**config.mk**
```make
export PLATFORM = sky130hd
export DESIGN_NAME = hp_slot_regs
export DESIGN_NICKNAME = d
export VERILOG_FILES = /design/src/rtl/hp_slot_pkg.sv /design/src/rtl/hp_slot_sync.sv /design/src/rtl/hp_slot_cmd_timer.sv /design/src/rtl/hp_slot_events.sv /design/src/rtl/hp_slot_regs.sv
export SDC_FILE = /design/constraint.sdc
export NUM_CORES = 1
export LEC_CHECK = 0
export BUFFER_PORTS_ARGS = -buffer_cell sky130_fd_sc_hd__buf_2
export CORE_ASPECT_RATIO = 0.9
export CORE_MARGIN = 2
export CORE_UTILIZATION = 55
export CTS_CLUSTER_DIAMETER = 200
export DETAILED_ROUTE_END_ITERATION = 16
export PLACE_DENSITY = 0.84
export SLEW_MARGIN = 20
export SYNTH_ARGS = -nofsm -noshare
export SYNTH_HDL_FRONTEND = slang
export SYNTH_HIERARCHICAL = 1
export SYNTH_SLANG_ARGS = --single-unit
```
**constraint.sdc**
```tcl
create_clock -name clk -period 2.28 [get_ports clk]
set_input_delay 0.114 -clock clk [delete_from_list [all_inputs] [get_ports clk]]
set_output_delay 0.114 -clock clk [all_outputs]
set_load 0.01 [all_outputs]
```
**src/rtl/hp_slot_pkg.sv**
```systemverilog
`timescale 1ns/1ps
package hp_slot_pkg;

    // synchronized input lanes
    localparam int IN_N   = 5;
    localparam int IN_BTN = 0;
    localparam int IN_PF  = 1;
    localparam int IN_MRL = 2;
    localparam int IN_PRS = 3;
    localparam int IN_EMI = 4;

    // status event bits (software decodes these positions)
    localparam int EV_N   = 5;
    localparam int EV_BTN = 0;
    localparam int EV_PF  = 1;
    localparam int EV_MRL = 2;
    localparam int EV_PRS = 3;
    localparam int EV_CC  = 4;

    // control field positions
    localparam int CT_HP_IE   = 5;
    localparam int CT_ATTN_LO = 6;
    localparam int CT_PWR_LO  = 8;
    localparam int CT_PWR_OFF = 10;
    localparam int CT_EMI     = 11;
    localparam int CT_STORED  = 11;

    localparam logic [15:0] CTRL_RESET = 16'h07C0;

    typedef enum logic [1:0] {
        IND_RSVD  = 2'b00,
        IND_ON    = 2'b01,
        IND_BLINK = 2'b10,
        IND_OFF   = 2'b11
    } ind_code_e;

    typedef enum logic {
        SEL_CTRL = 1'b0,
        SEL_STAT = 1'b1
    } reg_sel_e;

    typedef struct packed {
        logic [CT_STORED-1:0] ctrl;
        logic [1:0]           attn;
        logic [1:0]           pwr;
        logic                 emi;
    } slot_ctl_t;

endpackage

```
**src/rtl/hp_slot_sync.sv**
```systemverilog
`timescale 1ns/1ps
module hp_slot_sync #(
    parameter int WIDTH  = 5,
    parameter int STAGES = 2
) (
    input  logic             clk,
    input  logic             rst_n,
    input  logic [WIDTH-1:0] din,
    output logic [WIDTH-1:0] lvl,
    output logic [WIDTH-1:0] lvl_prev
);

    logic [WIDTH-1:0] stg_q [STAGES];
    logic [WIDTH-1:0] stg_d [STAGES];
    logic [WIDTH-1:0] prev_q, prev_d;

    always_comb begin
        stg_d[0] = din;
        for (int i = 1; i < STAGES; i++) begin
            stg_d[i] = stg_q[i-1];
        end
        prev_d = stg_q[STAGES-1];
    end

    always_ff @(posedge clk or negedge rst_n) begin
        if (!rst_n) begin
            for (int i = 0; i < STAGES; i++) begin
                stg_q[i] <= '0;
            end
            prev_q <= '0;
        end else begin
            for (int i = 0; i < STAGES; i++) begin
                stg_q[i] <= stg_d[i];
            end
            prev_q <= prev_d;
        end
    end

    assign lvl      = stg_q[STAGES-1];
    assign lvl_prev = prev_q;

    // the delayed copy trails the synchronized level by one cycle
    a_r5_prev_trails: assert property (@(posedge clk) disable iff (!rst_n)
        1'b1 |=> (lvl_prev == $past(lvl)));

endmodule

```
**src/rtl/hp_slot_cmd_timer.sv**
```systemverilog
`timescale 1ns/1ps
module hp_slot_cmd_timer #(
    parameter int LATENCY = 8,
    parameter bit ENABLE  = 1'b1
) (
    input  logic clk,
    input  logic rst_n,
    input  logic start,
    output logic done
);

    localparam int CW = (LATENCY < 2) ? 1 : $clog2(LATENCY + 1);
    localparam logic [CW-1:0] LOAD = CW'(LATENCY - 1);

    generate
        if (ENABLE) begin : g_on
            typedef struct packed {
                logic          busy;
                logic [CW-1:0] cnt;
            } tmr_t;

            tmr_t tmr_q, tmr_d;
            logic done_c;

            always_comb begin
                tmr_d  = tmr_q;
                done_c = 1'b0;
                if (start) begin
                    tmr_d.busy = 1'b1;
                    tmr_d.cnt  = LOAD;
                end else if (tmr_q.busy) begin
                    if (tmr_q.cnt == '0) begin
                        tmr_d.busy = 1'b0;
                        done_c     = 1'b1;
                    end else begin
                        tmr_d.cnt = tmr_q.cnt - 1'b1;
                    end
                end
            end

            always_ff @(posedge clk or negedge rst_n) begin
                if (!rst_n) begin
                    tmr_q <= '0;
                end else begin
                    tmr_q <= tmr_d;
                end
            end

            assign done = done_c;

            // a command start always leaves the timer pending
            a_r10_start_busy: assert property (@(posedge clk) disable iff (!rst_n)
                start |=> tmr_q.busy);
            // completion is a single-cycle event per command
            a_r10_done_single: assert property (@(posedge clk) disable iff (!rst_n)
                done |=> !done);
        end else begin : g_off
            logic unused_start;
            assign unused_start = start;
            assign done         = 1'b0;
        end
    endgenerate

endmodule

```
**src/rtl/hp_slot_events.sv**
```systemverilog
`timescale 1ns/1ps
module hp_slot_events #(
    parameter int N = 5
) (
    input  logic         clk,
    input  logic         rst_n,
    input  logic [N-1:0] set,
    input  logic [N-1:0] clr,
    output logic [N-1:0] ev
);

    logic [N-1:0] ev_q, ev_d;

    always_comb begin
        ev_d = (ev_q & ~clr) | set;
    end

    always_ff @(posedge clk or negedge rst_n) begin
        if (!rst_n) begin
            ev_q <= '0;
        end else begin
            ev_q <= ev_d;
        end
    end

    assign ev = ev_q;

    generate
        for (genvar i = 0; i < N; i++) begin : g_chk
            // a detection is never lost to a simultaneous clear
            a_r3_set_wins: assert property (@(posedge clk) disable iff (!rst_n)
                set[i] |=> ev_q[i]);
            // a one written without a new event clears the bit
            a_r2_w1c: assert property (@(posedge clk) disable iff (!rst_n)
                (clr[i] && !set[i]) |=> !ev_q[i]);
            // a set bit survives when not written with a one
            a_r2_hold: assert property (@(posedge clk) disable iff (!rst_n)
                (ev_q[i] && !clr[i]) |=> ev_q[i]);
        end
    endgenerate

endmodule

```
**src/rtl/hp_slot_regs.sv**
```systemverilog
`timescale 1ns/1ps
module hp_slot_regs
    import hp_slot_pkg::*;
#(
    parameter int SYNC_STAGES = 2,
    parameter int CMD_LATENCY = 8,
    parameter bit CMD_CPL_EN  = 1'b1
) (
    input  logic        clk,
    input  logic        rst_n,
    input  logic        reg_wr,
    input  logic        reg_sel,
    input  logic [15:0] reg_wdata,
    output logic [15:0] reg_rdata,
    input  logic        attn_btn,
    input  logic        pwr_fault,
    input  logic        mrl_sense,
    input  logic        prsnt_det,
    input  logic        emi_engaged,
    output logic [1:0]  attn_ind,
    output logic [1:0]  pwr_ind,
    output logic        slot_pwr_en,
    output logic        emi_toggle,
    output logic        irq
);

    logic [IN_N-1:0] raw_in, lvl, lvl_prev;
    logic [EV_N-1:0] ev_set, ev_clr, ev;
    logic            wr_ctrl, wr_stat, cc_done, slot_off;
    slot_ctl_t       st_q, st_d;
    logic [3:0]      unused_wbits;
    logic            unused_prev_emi;

    assign raw_in[IN_BTN] = attn_btn;
    assign raw_in[IN_PF]  = pwr_fault;
    assign raw_in[IN_MRL] = mrl_sense;
    assign raw_in[IN_PRS] = prsnt_det;
    assign raw_in[IN_EMI] = emi_engaged;

    assign unused_wbits    = reg_wdata[15:12];
    assign unused_prev_emi = lvl_prev[IN_EMI];

    hp_slot_sync #(
        .WIDTH  (IN_N),
        .STAGES (SYNC_STAGES)
    ) u_sync (
        .clk      (clk),
        .rst_n    (rst_n),
        .din      (raw_in),
        .lvl      (lvl),
        .lvl_prev (lvl_prev)
    );

    assign wr_ctrl = reg_wr && (reg_sel == SEL_CTRL);
    assign wr_stat = reg_wr && (reg_sel == SEL_STAT);

    hp_slot_cmd_timer #(
        .LATENCY (CMD_LATENCY),
        .ENABLE  (CMD_CPL_EN)
    ) u_timer (
        .clk   (clk),
        .rst_n (rst_n),
        .start (wr_ctrl),
        .done  (cc_done)
    );

    // control register and indicator / power / interlock outputs
    always_comb begin
        st_d     = st_q;
        st_d.emi = 1'b0;
        if (wr_ctrl) begin
            st_d.ctrl = reg_wdata[CT_STORED-1:0];
            if (reg_wdata[CT_ATTN_LO +: 2] != IND_RSVD) begin
                st_d.attn = reg_wdata[CT_ATTN_LO +: 2];
            end
            if (reg_wdata[CT_PWR_LO +: 2] != IND_RSVD) begin
                st_d.pwr = reg_wdata[CT_PWR_LO +: 2];
            end
            st_d.emi = reg_wdata[CT_EMI];
        end
    end

    always_ff @(posedge clk or negedge rst_n) begin
        if (!rst_n) begin
            st_q.ctrl <= CTRL_RESET[CT_STORED-1:0];
            st_q.attn <= IND_OFF;
            st_q.pwr  <= IND_OFF;
            st_q.emi  <= 1'b0;
        end else begin
            st_q <= st_d;
        end
    end

    assign slot_off = st_q.ctrl[CT_PWR_OFF];

    // event detection
    always_comb begin
        ev_set         = '0;
        ev_set[EV_BTN] = lvl[IN_BTN] & ~lvl_prev[IN_BTN];
        ev_set[EV_PF]  = (lvl[IN_PF] & ~lvl_prev[IN_PF]) | (lvl[IN_PF] & slot_off);
        ev_set[EV_MRL] = lvl[IN_MRL] ^ lvl_prev[IN_MRL];
        ev_set[EV_PRS] = lvl[IN_PRS] ^ lvl_prev[IN_PRS];
        ev_set[EV_CC]  = cc_done;
        ev_clr         = wr_stat ? reg_wdata[EV_N-1:0] : '0;
    end

    hp_slot_events #(
        .N (EV_N)
    ) u_events (
        .clk   (clk),
        .rst_n (rst_n),
        .set   (ev_set),
        .clr   (ev_clr),
        .ev    (ev)
    );

    // read mux
    always_comb begin
        if (reg_sel == SEL_CTRL) begin
            reg_rdata = {{(16-CT_STORED){1'b0}}, st_q.ctrl};
        end else begin
            reg_rdata = {8'h00, lvl[IN_EMI], lvl[IN_PRS], lvl[IN_MRL], ev};
        end
    end

    assign attn_ind    = st_q.attn;
    assign pwr_ind     = st_q.pwr;
    assign slot_pwr_en = ~slot_off;
    assign emi_toggle  = st_q.emi;
    assign irq         = st_q.ctrl[CT_HP_IE] & (|(ev & st_q.ctrl[EV_N-1:0]));

    // a reserved code leaves the indicator as it was
    a_r7_attn_hold: assert property (@(posedge clk) disable iff (!rst_n)
        (wr_ctrl && reg_wdata[CT_ATTN_LO +: 2] == IND_RSVD) |=> $stable(attn_ind));
    a_r7_pwr_hold: assert property (@(posedge clk) disable iff (!rst_n)
        (wr_ctrl && reg_wdata[CT_PWR_LO +: 2] == IND_RSVD) |=> $stable(pwr_ind));
    // power enable follows the written control bit
    a_r8_pwr_follow: assert property (@(posedge clk) disable iff (!rst_n)
        wr_ctrl |=> (slot_pwr_en == !$past(reg_wdata[CT_PWR_OFF])));
    // interlock toggle is a single pulse per request
    a_r9_emi_pulse: assert property (@(posedge clk) disable iff (!rst_n)
        (wr_ctrl && reg_wdata[CT_EMI]) |=> emi_toggle);
    a_r9_emi_drop: assert property (@(posedge clk) disable iff (!rst_n)
        !(wr_ctrl && reg_wdata[CT_EMI]) |=> !emi_toggle);
    // a persisting fault on an unpowered slot keeps its event
    a_r6_pf_sticky: assert property (@(posedge clk) disable iff (!rst_n)
        (lvl[IN_PF] && slot_off) |=> ev[EV_PF]);
    // no interrupt while the master enable is low
    a_r12_gate: assert property (@(posedge clk) disable iff (!rst_n)
        !st_q.ctrl[CT_HP_IE] |-> !irq);

endmodule

```
==> out/results.env, run 1 <==
STATUS='complete, no violations'
GRT_SETUP_UNREPAIRED='false'
INTERNAL-POWER_uW=1170
TIMING.HOLD.WORST.CLASS='in -> reg'
POWER.NET_SWITCHING_uW=480
ROUTED_WIRE_LENGTH_MM=2.90
WORST_PATH_DOMINANT_CELL_FAMILY='compound AO/OA/AOI/OAI gates'
POWER.LEAKAGE_uW=0.000956
DIE-HEIGHT_UM=57.1
CHIPWIDTH_UM=63.0
WIRE_PER_INST_UM=12.9
CLOCK_TRANSITION_TIME_AT_THE_FLIP_FLOP_CLOCK_PINS_OF_THE_WORST_SETUP_AND_HOLD_PATHS_NS=0.11
CTSROOTBUFFERMASTER='sky130_fd_sc_hd__clkbuf_4'
FINAL-INSTANCE-COUNT-EXCL-FILL=224
PATH_CLASS='reg -> out'
CLOCKPOWERSHARE_PCT=21.7
SLEW-LIMIT-HEADROOM_PCT=44.1
CRITPATHREQUIREDTIME_NS=2.17
SYNTHESIS.AREA_PER_INSTANCE_SQ_UM=12.5
FINAL-HOLD-VIOLATION-COUNT=0
POST-ROUTE-PERIOD-UTIL_PCT=68.5
CLOCKBUFFERDEPTH=2
INITIALDRTVIOLATIONCOUNT=30
MAX_FREQ_GHz=0.640
DRT-MET1-WL_MM=1.15
CELL_AREA_AFTER_TECHNOLOGY_MAPPING_SQ_UM=1720
PLACE_HPWL_MM=2.03
BUFFER_COUNT_FROM_POST_CTS_SETUP_FIXING=0
NETLIST_INSTANCES=138
CRITICAL_PATH.N_BUFFERS_INVERTERS=1
IRDROPWORSTVDD_mV=0.475
MIN_PERIOD_NS=1.56
CTS-BUFFERS-INSERTED=5
FINAL_WTD_CONGESTION=0.686
NUMBER_OF_SINKS_DRIVEN_BY_THE_CLOCK_TREE=40
CORE_REGION_AREA_SQ_UM=3020
GRT_MAX_DEGREE=41
CRIT_PATH_TOP_DELAY_CELL='sky130_fd_sc_hd__dfrtp_1'
SWITCHING_PORTION_OF_TOTAL_POWER_PCT=29.0
WORST_SETUP_PATH_END_KIND='primary output'
DETAILED_PLACE.AREA_SQ_UM=1870
CELLPOWERDENSITY_nW_PER_UM2=824
ROW_COUNT=19
NUMBER_OF_ANTENNA_VIOLATIONS_AT_THE_FIRST_CHECK_IN_GLOBAL_ROUTING=0
FIRSTDRTPASSITERS=4
GR-USAGE-ALL-LAYERS_PCT=17.8
DETAIL-ROUTE-ANTENNA-NETS=0
TNS_NS=0
WORSTPATHARRIVAL_NS=1.45
INITIAL_STANDARD_CELL_UTILIZATION_OF_THE_CORE_PCT=57.0
GLOBALROUTE.TOTALOVERFLOW=0
WORSTSKEWPAIRLATENCY_NS=0.33
CRIT_FANOUT=3
FINALPOWER_uW=1650
GRT_PASS1_WL_MM=4.91
VIAS_PER_CELL=5.08
SLEW_VIOL_FINAL=0
NUMBER_OF_VIAS_AFTER_DETAILED_ROUTING=1138
MAX_LAYER_USED='met4'
WORSTSETUPSTARTPOINTTYPE='flop'
ANTENNA-DIODE-COUNT=0
POWER_FRAC_COMB_PCT=23.1
HOLDWS_NS=0.0137
POST-ROUTE-CELL-AREA_SQ_UM=2010
ROUTED-WL-MET3_UM=197
MAX_SLEW.WORST_PIN.SLEW_NS=0.839
FILLER_CELL_COUNT=247
CTS.HTREE.LEVELS=2
DIE_AR_SQ_UM=3590
NUM-NETS-FINAL=208
REMAINING_DRC_ERRORS=0
YOSYS_WARNINGS=6
CP_CELL_SEQUENCE='a222oi_1 > a21boi_0 > buf_2'
SEQUENTIALPOWERSHARE_PCT=55.2
IOS=48
DP_CELLS=208
FIN_WORST_SKEW_NS=0.00768
GRT_PASS1_VIAS=1179
TRITONCTS='yes'
MAX_CAP_VIOLATIONS=0
SETUP_VIOL_COUNT_FINAL=0
NUMBER_OF_PORT_BUFFERS=38
CRITICAL-PATH-MAX-STAGE-DELAY_NS=0.41
DRIVE_ABOVE_1_SHARE_PCT=37.9
SYN_TO_FINAL_GROWTH_PCT=16.7
WL_MET2_MM=1.52
worst paths after layout:
path	from	endpoint	slack, ns	cells after the start
hold reg to reg	u_sync/stg_d[0]	u_sync/lvl[0]	0.37	0
max in group asynchronous	rst_n	u_events/ev[1]	1.33	2
setup / recovery	u_events/ev[3]	irq	0.72	3
hold / removal	reg_wdata[10]	slot_off	0.01	2
min in group asynchronous	rst_n	u_sync/stg_d[2]	0.42	2
setup reg to reg	u_timer/g_on.tmr_q[0]	u_timer/g_on.tmr_q[0]	0.93	5
timing repair:
item / in CTS / in global routing
endpoints found under the hold margin: 38 / 0
hold buffers: 8 / 0
resized for setup: 0 / 0
power groups by stage:
stage | logic, uW | clock network, uW | registers, uW
2_1_floorplan | 285 | 0 | 904
3_3_place_gp | 352 | 0 | 917
3_5_place_dp | 376 | 0 | 927
4_1_cts | 387 | 374 | 914
5_1_grt | 428 | 397 | 928
6_report | 381 | 359 | 913
layer usage:
metal	vias to the layer above	global-route usage, %
li1	531	-
met1	565	19.6
met2	35	32.7
met3	7	5.13
met4	0	6.67
met5	-	0
worst reg2reg max path: cells and delay by family, from the launching register on:
kind	cells	cell delay, ns
adder cells (fa/ha/maj)	1	0.19
AND/OR/NAND/NOR	1	0.12
AO/OA/AOI/OAI	1	0.23
multiplexers	1	0.21
flip-flops	1	0.42
buffers and inverters	1	0.11
final cells by class:
class                   count  area, sq um  area share (%)
well taps                  42         52.6            2.62
multi-input cells          76          568            28.3
inverters                  12         45.0            2.24
clock buffers               8         58.8            2.93
flip-flops and latches     40         1010            50.4
repair buffers             46          270            13.5
registers in the layout, summed over array words and instances (netlist names):
signal,flops
pwr_ind,2
u_sync/lvl_prev,4
u_events/ev,5
u_sync/stg_d,5
u_timer/g_on.tmr_q,5
st_q,10
u_sync/lvl,5
emi_toggle,1
attn_ind,2
slot_off,1
cell usage in the layout, fill, tap and decap left out, types with 4 or more instances in the layout:
master and count:
sky130_fd_sc_hd__a21o_1 5, sky130_fd_sc_hd__a22o_1 4, sky130_fd_sc_hd__and3_1 5, sky130_fd_sc_hd__buf_2 38, sky130_fd_sc_hd__clkbuf_4 5, sky130_fd_sc_hd__conb_1 5
sky130_fd_sc_hd__dfrtp_1 31, sky130_fd_sc_hd__dfstp_2 9, sky130_fd_sc_hd__dlygate4sd3_1 8, sky130_fd_sc_hd__inv_1 12, sky130_fd_sc_hd__mux2_2 13, sky130_fd_sc_hd__nand3b_1 4
sky130_fd_sc_hd__nor2_1 8, sky130_fd_sc_hd__o21ai_0 6
stage by stage:
step | setup slack [ns] | utilization [%]
5_1_grt | 0.574 | 66.5
4_1_cts | 0.723 | 66.5
3_5_place_dp | 0.865 | 61.9
2_1_floorplan | 1.12 | -
3_3_place_gp | 0.894 | 61.9
6_report | 0.717 | 66.5
No activity file was read; power rests on OpenSTA's default activity.
==> run 2, diff against run 1 <==
--- a/config.mk
+++ b/config.mk
@@ -5,13 +5,14 @@
 export SDC_FILE = /design/constraint.sdc
 export NUM_CORES = 1
 export LEC_CHECK = 0
+export ABC_AREA = 1
 export BUFFER_PORTS_ARGS = -buffer_cell sky130_fd_sc_hd__buf_2
 export CORE_ASPECT_RATIO = 0.9
 export CORE_MARGIN = 2
-export CORE_UTILIZATION = 55
+export CORE_UTILIZATION = 51
 export CTS_CLUSTER_DIAMETER = 200
 export DETAILED_ROUTE_END_ITERATION = 16
-export PLACE_DENSITY = 0.84
+export PLACE_DENSITY = 0.79
 export SLEW_MARGIN = 20
 export SYNTH_ARGS = -nofsm -noshare
 export SYNTH_HDL_FRONTEND = slang
==> constraint.sdc (replaced) <==
create_clock -name clk -period 1.6 [get_ports clk]
set_input_delay 0.08 -clock clk [delete_from_list [all_inputs] [get_ports clk]]
set_output_delay 0.08 -clock clk [all_outputs]
set_load 0.01 [all_outputs]
==> run 2 against run 1 <==
  * The run now ends with hold timing left
  * Clock skew barely moved
  * Total power is 68% higher
  * Final cell count is 34% higher
  * Non-clock buffer count grew 4
  * Sequential cell count is the same
  * Cell area up 7.1%
  * Hold slack worse by 0.015 ns
  * Worst setup slack got worse by 0.42 ns
  * Wire length rose by 0.34%
  * Synthesized area up 1.6%
  * Critical path type unchanged
  * Largest cell class unchanged
==> out/results.env, run 2 <==
CLOCK_TRANSITION_TIME_AT_THE_FLIP_FLOP_CLOCK_PINS_OF_THE_WORST_SETUP_AND_HOLD_PATHS_NS=0.08  # -0.03 ns
CTS-HOLD-FIX-BUFFERS=8  # unchanged
FINAL-INSTANCE-COUNT-EXCL-FILL=300  # +34%
CLOCKBUFFERDEPTH=2  # unchanged
YOSYS_WARNINGS=6  # unchanged
LARGEST_REGISTER_FF_COUNT=10  # unchanged
BUFFER_COUNT_FROM_POST_CTS_SETUP_FIXING=0  # unchanged
FIN_WORST_SKEW_NS=0.00780  # +0.000118 ns
POST-ROUTE-CELL-AREA_SQ_UM=2150  # +7.1%
DIE-HEIGHT_UM=59.5  # +4.3%
TIMING.HOLD.WORST.CLASS='in -> reg'
IRDROPWORSTVDD_mV=0.731  # +54%
LAYOUT.CELLS.MOST_COMMON='sky130_fd_sc_hd__nand2_1'
WORSTSETUPSTARTPOINTTYPE='flop'
TRITONCTS='yes'
ROUTED_WIRE_LENGTH_MM=2.91  # +0.34%
POWER.LEAKAGE_uW=0.00119  # +24%
NUMBER_OF_PORT_BUFFERS=38  # unchanged
CRITPATHREQUIREDTIME_NS=1.52  # -0.65 ns
PLACE_HPWL_MM=2.16  # +6.3%
IOS=48  # unchanged
TIMING.REG2REG.WORST_PATH_DEPTH=8  # +3
SYN_TO_FINAL_GROWTH_PCT=23.0
CAPTURE_POINT_OF_THE_CRITICAL_PATH='reg_rdata[6]'
WORSTPATHARRIVAL_NS=1.22  # -0.23 ns
GRT_MAX_DEGREE=23  # -44%
NUMBER_OF_ANTENNA_VIOLATIONS_AT_THE_FIRST_CHECK_IN_GLOBAL_ROUTING=0  # unchanged
NUMBER_OF_SINKS_DRIVEN_BY_THE_CLOCK_TREE=40  # unchanged
DRIVE_ABOVE_1_SHARE_PCT=25.0  # -13 points
MOSTFREQUENTLAYOUTCELLS='74 x sky130_fd_sc_hd__nand2_1, 38 x sky130_fd_sc_hd__buf_2, 32 x sky130_fd_sc_hd__inv_1, 31 x sky130_fd_sc_hd__dfrtp_1, 16 x sky130_fd_sc_hd__nor2_1'
CELL_AREA_AFTER_TECHNOLOGY_MAPPING_SQ_UM=1750  # +1.6%
CTS-BUFFERS-INSERTED=5  # unchanged
FIRSTDRTPASSITERS=4  # unchanged
WORST_SETUP_PATH_END_KIND='primary output'
PATH_CLASS='reg -> out'
GR-USAGE-ALL-LAYERS_PCT=17.2  # -0.54 points
INITIAL_STANDARD_CELL_UTILIZATION_OF_THE_CORE_PCT=52.5  # -4.5 points
REGTOREGENDPOINT='u_timer/g_on.tmr_q[1]'
SLEW_VIOL_FINAL=0  # unchanged
POST-ROUTE-PERIOD-UTIL_PCT=81.2
R2R_START='u_timer/g_on.tmr_q[0]'
CELLPOWERDENSITY_nW_PER_UM2=1300  # +57%
DIE_AR_SQ_UM=3910  # +8.9%
ROW_COUNT=20  # +1
GRT_SETUP_UNREPAIRED='false'
NUMBER_OF_VIAS_AFTER_DETAILED_ROUTING=1362  # +20%
NUM-NETS-FINAL=282  # +36%
MIN_PERIOD_NS=1.30
REGMOSTFLOPS='st_q'
STATUS='finished with violations'
FAILING_CHECKS='hold timing'
CTS_RESIZED=0  # unchanged
WIRE_PER_INST_UM=9.70  # -25%
FINALPOWER_uW=2780  # +68%
REMAINING_DRC_ERRORS=0  # unchanged
NETLIST_INSTANCES=206  # +49%
TNS_NS=0  # unchanged
VIAS_PER_CELL=4.54  # -11%
GRT_PASS1_WL_MM=5.00  # +1.8%
FINAL-HOLD-VIOLATION-COUNT=1  # +1
CTS.HTREE.LEVELS=2  # unchanged
TIMING.CRITICAL_PATH.FROM='st_q[11]'
GRT_PASS1_VIAS=1221  # +3.6%
DP_CELLS=284  # +37%
SYNTHESIS.AREA_PER_INSTANCE_SQ_UM=8.49  # -32%
INITIALDRTVIOLATIONCOUNT=102  # +240%
MAX_FREQ_GHz=0.769
MAX_CAP_VIOLATIONS=0  # unchanged
CORE_REGION_AREA_SQ_UM=3330  # +10%
SETUP_VIOL_COUNT_FINAL=0  # unchanged
CHIPWIDTH_UM=65.7  # +4.4%
HOLDWS_NS=-0.00125  # -0.0149 ns
DETAIL-ROUTE-ANTENNA-NETS=0  # unchanged
ANTENNA-DIODE-COUNT=0  # unchanged
WORSTSKEWPAIRLATENCY_NS=0.29  # -0.04 ns
GLOBALROUTE.TOTALOVERFLOW=0  # unchanged
FINAL_WTD_CONGESTION=0.791  # +15%
CRIT_FANOUT=2  # -1
TIMING.REG2REG.SETUP_SLACK_NS=0.31  # -0.62 ns
DETAILED_PLACE.AREA_SQ_UM=1960  # +5.0%
CTSROOTBUFFERMASTER='sky130_fd_sc_hd__clkbuf_8'
[run 2: critical path, stage by stage, from the launching register on]
cell and delay [ns]:
sky130_fd_sc_hd__dfstp_2 0.52, sky130_fd_sc_hd__inv_1 0.04, sky130_fd_sc_hd__o21ai_0 0.20, sky130_fd_sc_hd__buf_2 0.17
[run 2: layout make-up]
type / count / area [sq um]
Fill cell: 293 / 1180
Sequential cell: 40 / 1010
Multi-Input combinational cell: 124 / 534
Timing Repair Buffer: 50 / 313
Inverter: 34 / 128
Clock buffer: 6 / 72.6
Tap cell: 44 / 55.1
Clock inverter: 2 / 35.0
[run 2: worst min-delay path by stage]
stage	start	to	slack (ns)	depth (start not counted)
after floorplan	rst_n	emi_toggle	-0.22	0
after global placement	rst_n	u_sync/stg_d[2]	0.05	1
after detailed placement	rst_n	u_sync/stg_d[2]	0.04	1
after CTS	reg_wdata[5]	st_q[10]	0.001	3
after global routing	reg_wdata[6]	attn_ind[0]	0.009	3
final	reg_wdata[5]	st_q[10]	-0.001	3
[run 2: where the power goes]
part | internal (uW) | leakage, uW | switching (uW)
Combinational | 272 | 0.000676 | 412
Sequential | 1190 | 0.000458 | 114
Clock | 463 | 0.0000552 | 331
Total | 1930 | 0.00119 | 858
[run 2: metal layers]
metal	global-route usage, %	vias up	wire length [um]
li1	-	689	-
met1	20.5	629	1370
met2	29.1	41	1350
met3	7.03	3	161
met4	4.46	0	30
met5	0	-	0
[run 2: stage by stage]
step	setup slack, ns	utilization, %
floorplan	0.464	-
global placement	0.374	58.9
detailed placement	0.334	58.9
CTS	0.303	64.6
global route	0.181	64.6
finish	0.300	64.6
==> run 3, diff against run 2 <==
--- a/config.mk
+++ b/config.mk
@@ -9,10 +9,10 @@
 export BUFFER_PORTS_ARGS = -buffer_cell sky130_fd_sc_hd__buf_2
 export CORE_ASPECT_RATIO = 0.9
 export CORE_MARGIN = 2
-export CORE_UTILIZATION = 51
+export CORE_UTILIZATION = 46
 export CTS_CLUSTER_DIAMETER = 200
 export DETAILED_ROUTE_END_ITERATION = 16
-export PLACE_DENSITY = 0.79
+export PLACE_DENSITY = 0.75
 export SLEW_MARGIN = 20
 export SYNTH_ARGS = -nofsm -noshare
 export SYNTH_HDL_FRONTEND = slang
==> constraint.sdc (replaced) <==
create_clock -name clk -period 1.1 [get_ports clk]
set_input_delay 0.055 -clock clk [delete_from_list [all_inputs] [get_ports clk]]
set_output_delay 0.055 -clock clk [all_outputs]
set_load 0.01 [all_outputs]
==> run 3 against run 2 <==
  * The flow finishes with violations (setup timing)
  * Sequential cell count is the same
  * Final cell count grew 5.3%
  * Worst setup slack lost 0.38 ns
  * Utilization shrank 2.1 points
  * Non-clock buffer count grew 14
  * Critical endpoint is now irq
  * Largest power group unchanged
==> out/results.env, run 3 (synthesis gave the netlist of run 2 again) <==
FINAL.SETUP.WORST_SLACK_NS=-0.0781  # -0.378 ns
ROUTED_WIRE_LENGTH_MM=3.28  # +13%
POWER_FRAC_COMB_PCT=32.5  # +7.9 points
CLOCKPOWERSHARE_PCT=22.1  # -6.4 points
POST-ROUTE-PERIOD-UTIL_PCT=107
INITIALDRTVIOLATIONCOUNT=83  # -19%
LARGEST_REGISTER_FF_COUNT=10  # unchanged
FINAL-HOLD-VIOLATION-COUNT=0  # -1
VIAS_PER_CELL=4.42  # -2.6%
NUMBER_OF_SINKS_DRIVEN_BY_THE_CLOCK_TREE=40  # unchanged
DIE-HEIGHT_UM=62.5  # +4.9%
CRIT_FANOUT=3  # +1
MAX_CAP_VIOLATIONS=0  # unchanged
GRT_SETUP_UNREPAIRED='true'
SLEW_VIOL_FINAL=0  # unchanged
FILLER_CELL_COUNT=332  # +13%
ROW_COUNT=21  # +5.0%
NUMBER_OF_PORT_BUFFERS=38  # unchanged
NUMBER_OF_VIAS_AFTER_DETAILED_ROUTING=1398  # +2.6%
REMAINING_DRC_ERRORS=0  # unchanged
SETUP_VIOL_COUNT_FINAL=10  # +10
WIRE_PER_INST_UM=10.4  # +6.9%
STATUS='finished with violations'
WORST_SETUP_PATH_END_KIND='primary output'
CTS.HTREE.LEVELS=2  # unchanged
SEQUENTIALPOWERSHARE_PCT=45.4  # -1.5 points
GRT_MAX_DEGREE=41  # +78%
WORSTPATHARRIVAL_NS=1.12  # -0.10 ns
CHIPWIDTH_UM=69.0  # +5.0%
PLACE_HPWL_MM=2.22  # +2.6%
TRITONCTS='yes'
FIN_WORST_SKEW_NS=0.00772  # -0.0000808 ns
CRITPATHREQUIREDTIME_NS=1.04  # -0.48 ns
GRT_PASS1_VIAS=1279  # +4.8%
GLOBALROUTE.TOTALOVERFLOW=0  # unchanged
CLOCK_TRANSITION_TIME_AT_THE_FLIP_FLOP_CLOCK_PINS_OF_THE_WORST_SETUP_AND_HOLD_PATHS_NS=0.08  # about the same
DRIVE_ABOVE_1_SHARE_PCT=35.6  # +11 points
DETAIL-ROUTE-ANTENNA-NETS=0  # unchanged
MAX_FREQ_GHz=0.849
CELLPOWERDENSITY_nW_PER_UM2=1830  # +41%
SWITCHING_PORTION_OF_TOTAL_POWER_PCT=33.8  # +3.0 points
REGMOSTFLOPS='st_q'
CTS-BUFFERS-INSERTED=5  # unchanged
GR-USAGE-ALL-LAYERS_PCT=16.4  # -0.84 points
DIE_AR_SQ_UM=4310  # +10%
FINAL_WTD_CONGESTION=0.721  # -8.8%
LAYOUT.CELLS.MOST_COMMON='sky130_fd_sc_hd__nand2_1'
CORE_REGION_AREA_SQ_UM=3680  # +11%
MIN_PERIOD_NS=1.18
INITIAL_STANDARD_CELL_UTILIZATION_OF_THE_CORE_PCT=47.5  # -5.0 points
CTSROOTBUFFERMASTER='sky130_fd_sc_hd__clkbuf_8'
TIMING.HOLD.WORST.CLASS='in -> reg'
FIRSTDRTPASSITERS=4  # unchanged
SYN_TO_FINAL_GROWTH_PCT=31.5
NUMBER_OF_ANTENNA_VIOLATIONS_AT_THE_FIRST_CHECK_IN_GLOBAL_ROUTING=0  # unchanged
GRT_PASS1_WL_MM=5.34  # +6.9%
POWER.NET_SWITCHING_uW=1420  # +66%
IRDROPWORSTVDD_mV=1.13  # +55%
DP_CELLS=289  # +1.8%
POWER.LEAKAGE_uW=0.00124  # +4.7%
NUM-NETS-FINAL=296  # +5.0%
IOS=48  # unchanged
FINAL-INSTANCE-COUNT-EXCL-FILL=316  # +5.3%
FAILING_CHECKS='setup timing'
FINAL_CORE_UTIL_PCT=62.5  # -2.1 points
WORSTSETUPSTARTPOINTTYPE='flop'
CLOCKBUFFERDEPTH=2  # unchanged
PATH_CLASS='reg -> out'
WORSTSKEWPAIRLATENCY_NS=0.29  # about the same
MOSTFREQUENTLAYOUTCELLS='68 x sky130_fd_sc_hd__nand2_1, 38 x sky130_fd_sc_hd__buf_2, 31 x sky130_fd_sc_hd__dfrtp_1, 24 x sky130_fd_sc_hd__inv_1'
ANTENNA-DIODE-COUNT=0  # unchanged
INTERNAL-POWER_uW=2780  # +44%
TNS_NS=-0.249  # -0.249 ns
## run 3: cell count changes in the layout (fill, tap and decap cells not counted), sizes merged
cell	change
bufinv	-1
dlygate4sd3	+2
clkinvlp	+1
buf	+12
## run 3: final timing paths
check | startpoint | endpoint | slack, ns | depth (start not counted)
min in group asynchronous | rst_n | u_sync/lvl[3] | 0.26 | 3
max in group asynchronous | rst_n | slot_off | 0.59 | 3
setup / recovery | st_q[9] | irq | -0.08 | 5
setup reg to reg | u_timer/g_on.tmr_q[0] | u_timer/g_on.tmr_q[2] | -0.02 | 8
hold reg to reg | u_sync/stg_d[3] | u_sync/lvl[3] | 0.35 | 0
hold / removal | reg_wdata[8] | pwr_ind[0] | 0.01 | 3
## run 3: per-layer routing
layer | up-vias | part of all wire (%) | GRT usage (%)
met5 | - | 0 | 0
met4 | 0 | 1.3 | 5.88
met3 | 5 | 5.5 | 5.05
met2 | 36 | 47 | 25.6
met1 | 638 | 46 | 21.2
li1 | 719 | - | -
## run 3: worst max-delay path: stages (launching register included)
cell and delay, ns:
sky130_fd_sc_hd__dfrtp_1 0.40, sky130_fd_sc_hd__nand2_1 0.08, sky130_fd_sc_hd__nand3_2 0.08, sky130_fd_sc_hd__nor2_1 0.09, sky130_fd_sc_hd__nor2_1 0.05, sky130_fd_sc_hd__buf_2 0.13
## run 3: through the flow
step                area, sq um  worst slack [ns]  total power, uW  hold slack, ns
floorplan                  1770            0.0128             2640          -0.241
finish                     2300           -0.0781             4200          0.0134
global placement           1990           -0.0233             2960          0.0350
CTS                        2250           -0.0837             4110         0.00850
detailed placement         1990            -0.106             3010          0.0378
global route               2300            -0.145             4530          0.0190
## run 3: repair_timing
action	4_1_cts	5_1_grt
pin swaps	8	11
hold buffers	10	0
buffers inserted	6	3
setup endpoints to repair	11	15
gates resized for setup	16	9
hold endpoints to repair	50	0
## run 3: final cells by class
type                            instances  area, sq um  area share, %
Clock inverter                          2         12.5          0.544
Inverter                               34          128           5.55
Sequential cell                        40         1010           44.0
Clock buffer                            6         72.6           3.16
Multi-Input combinational cell        124          589           25.6
Timing Repair Buffer                   64          427           18.6
Tap cell                               46         57.6           2.50
## run 3: power groups by stage
| stage | combinational, uW | sequential (uW) | clock (uW) |
|---|---|---|---|
| 3_5_place_dp | 1090 | 1920 | 0 |
| 6_report | 1370 | 1910 | 929 |
| 5_1_grt | 1570 | 1930 | 1020 |
| 3_3_place_gp | 1050 | 1910 | 0 |
| 4_1_cts | 1260 | 1900 | 953 |
| 2_1_floorplan | 756 | 1890 | 0 |
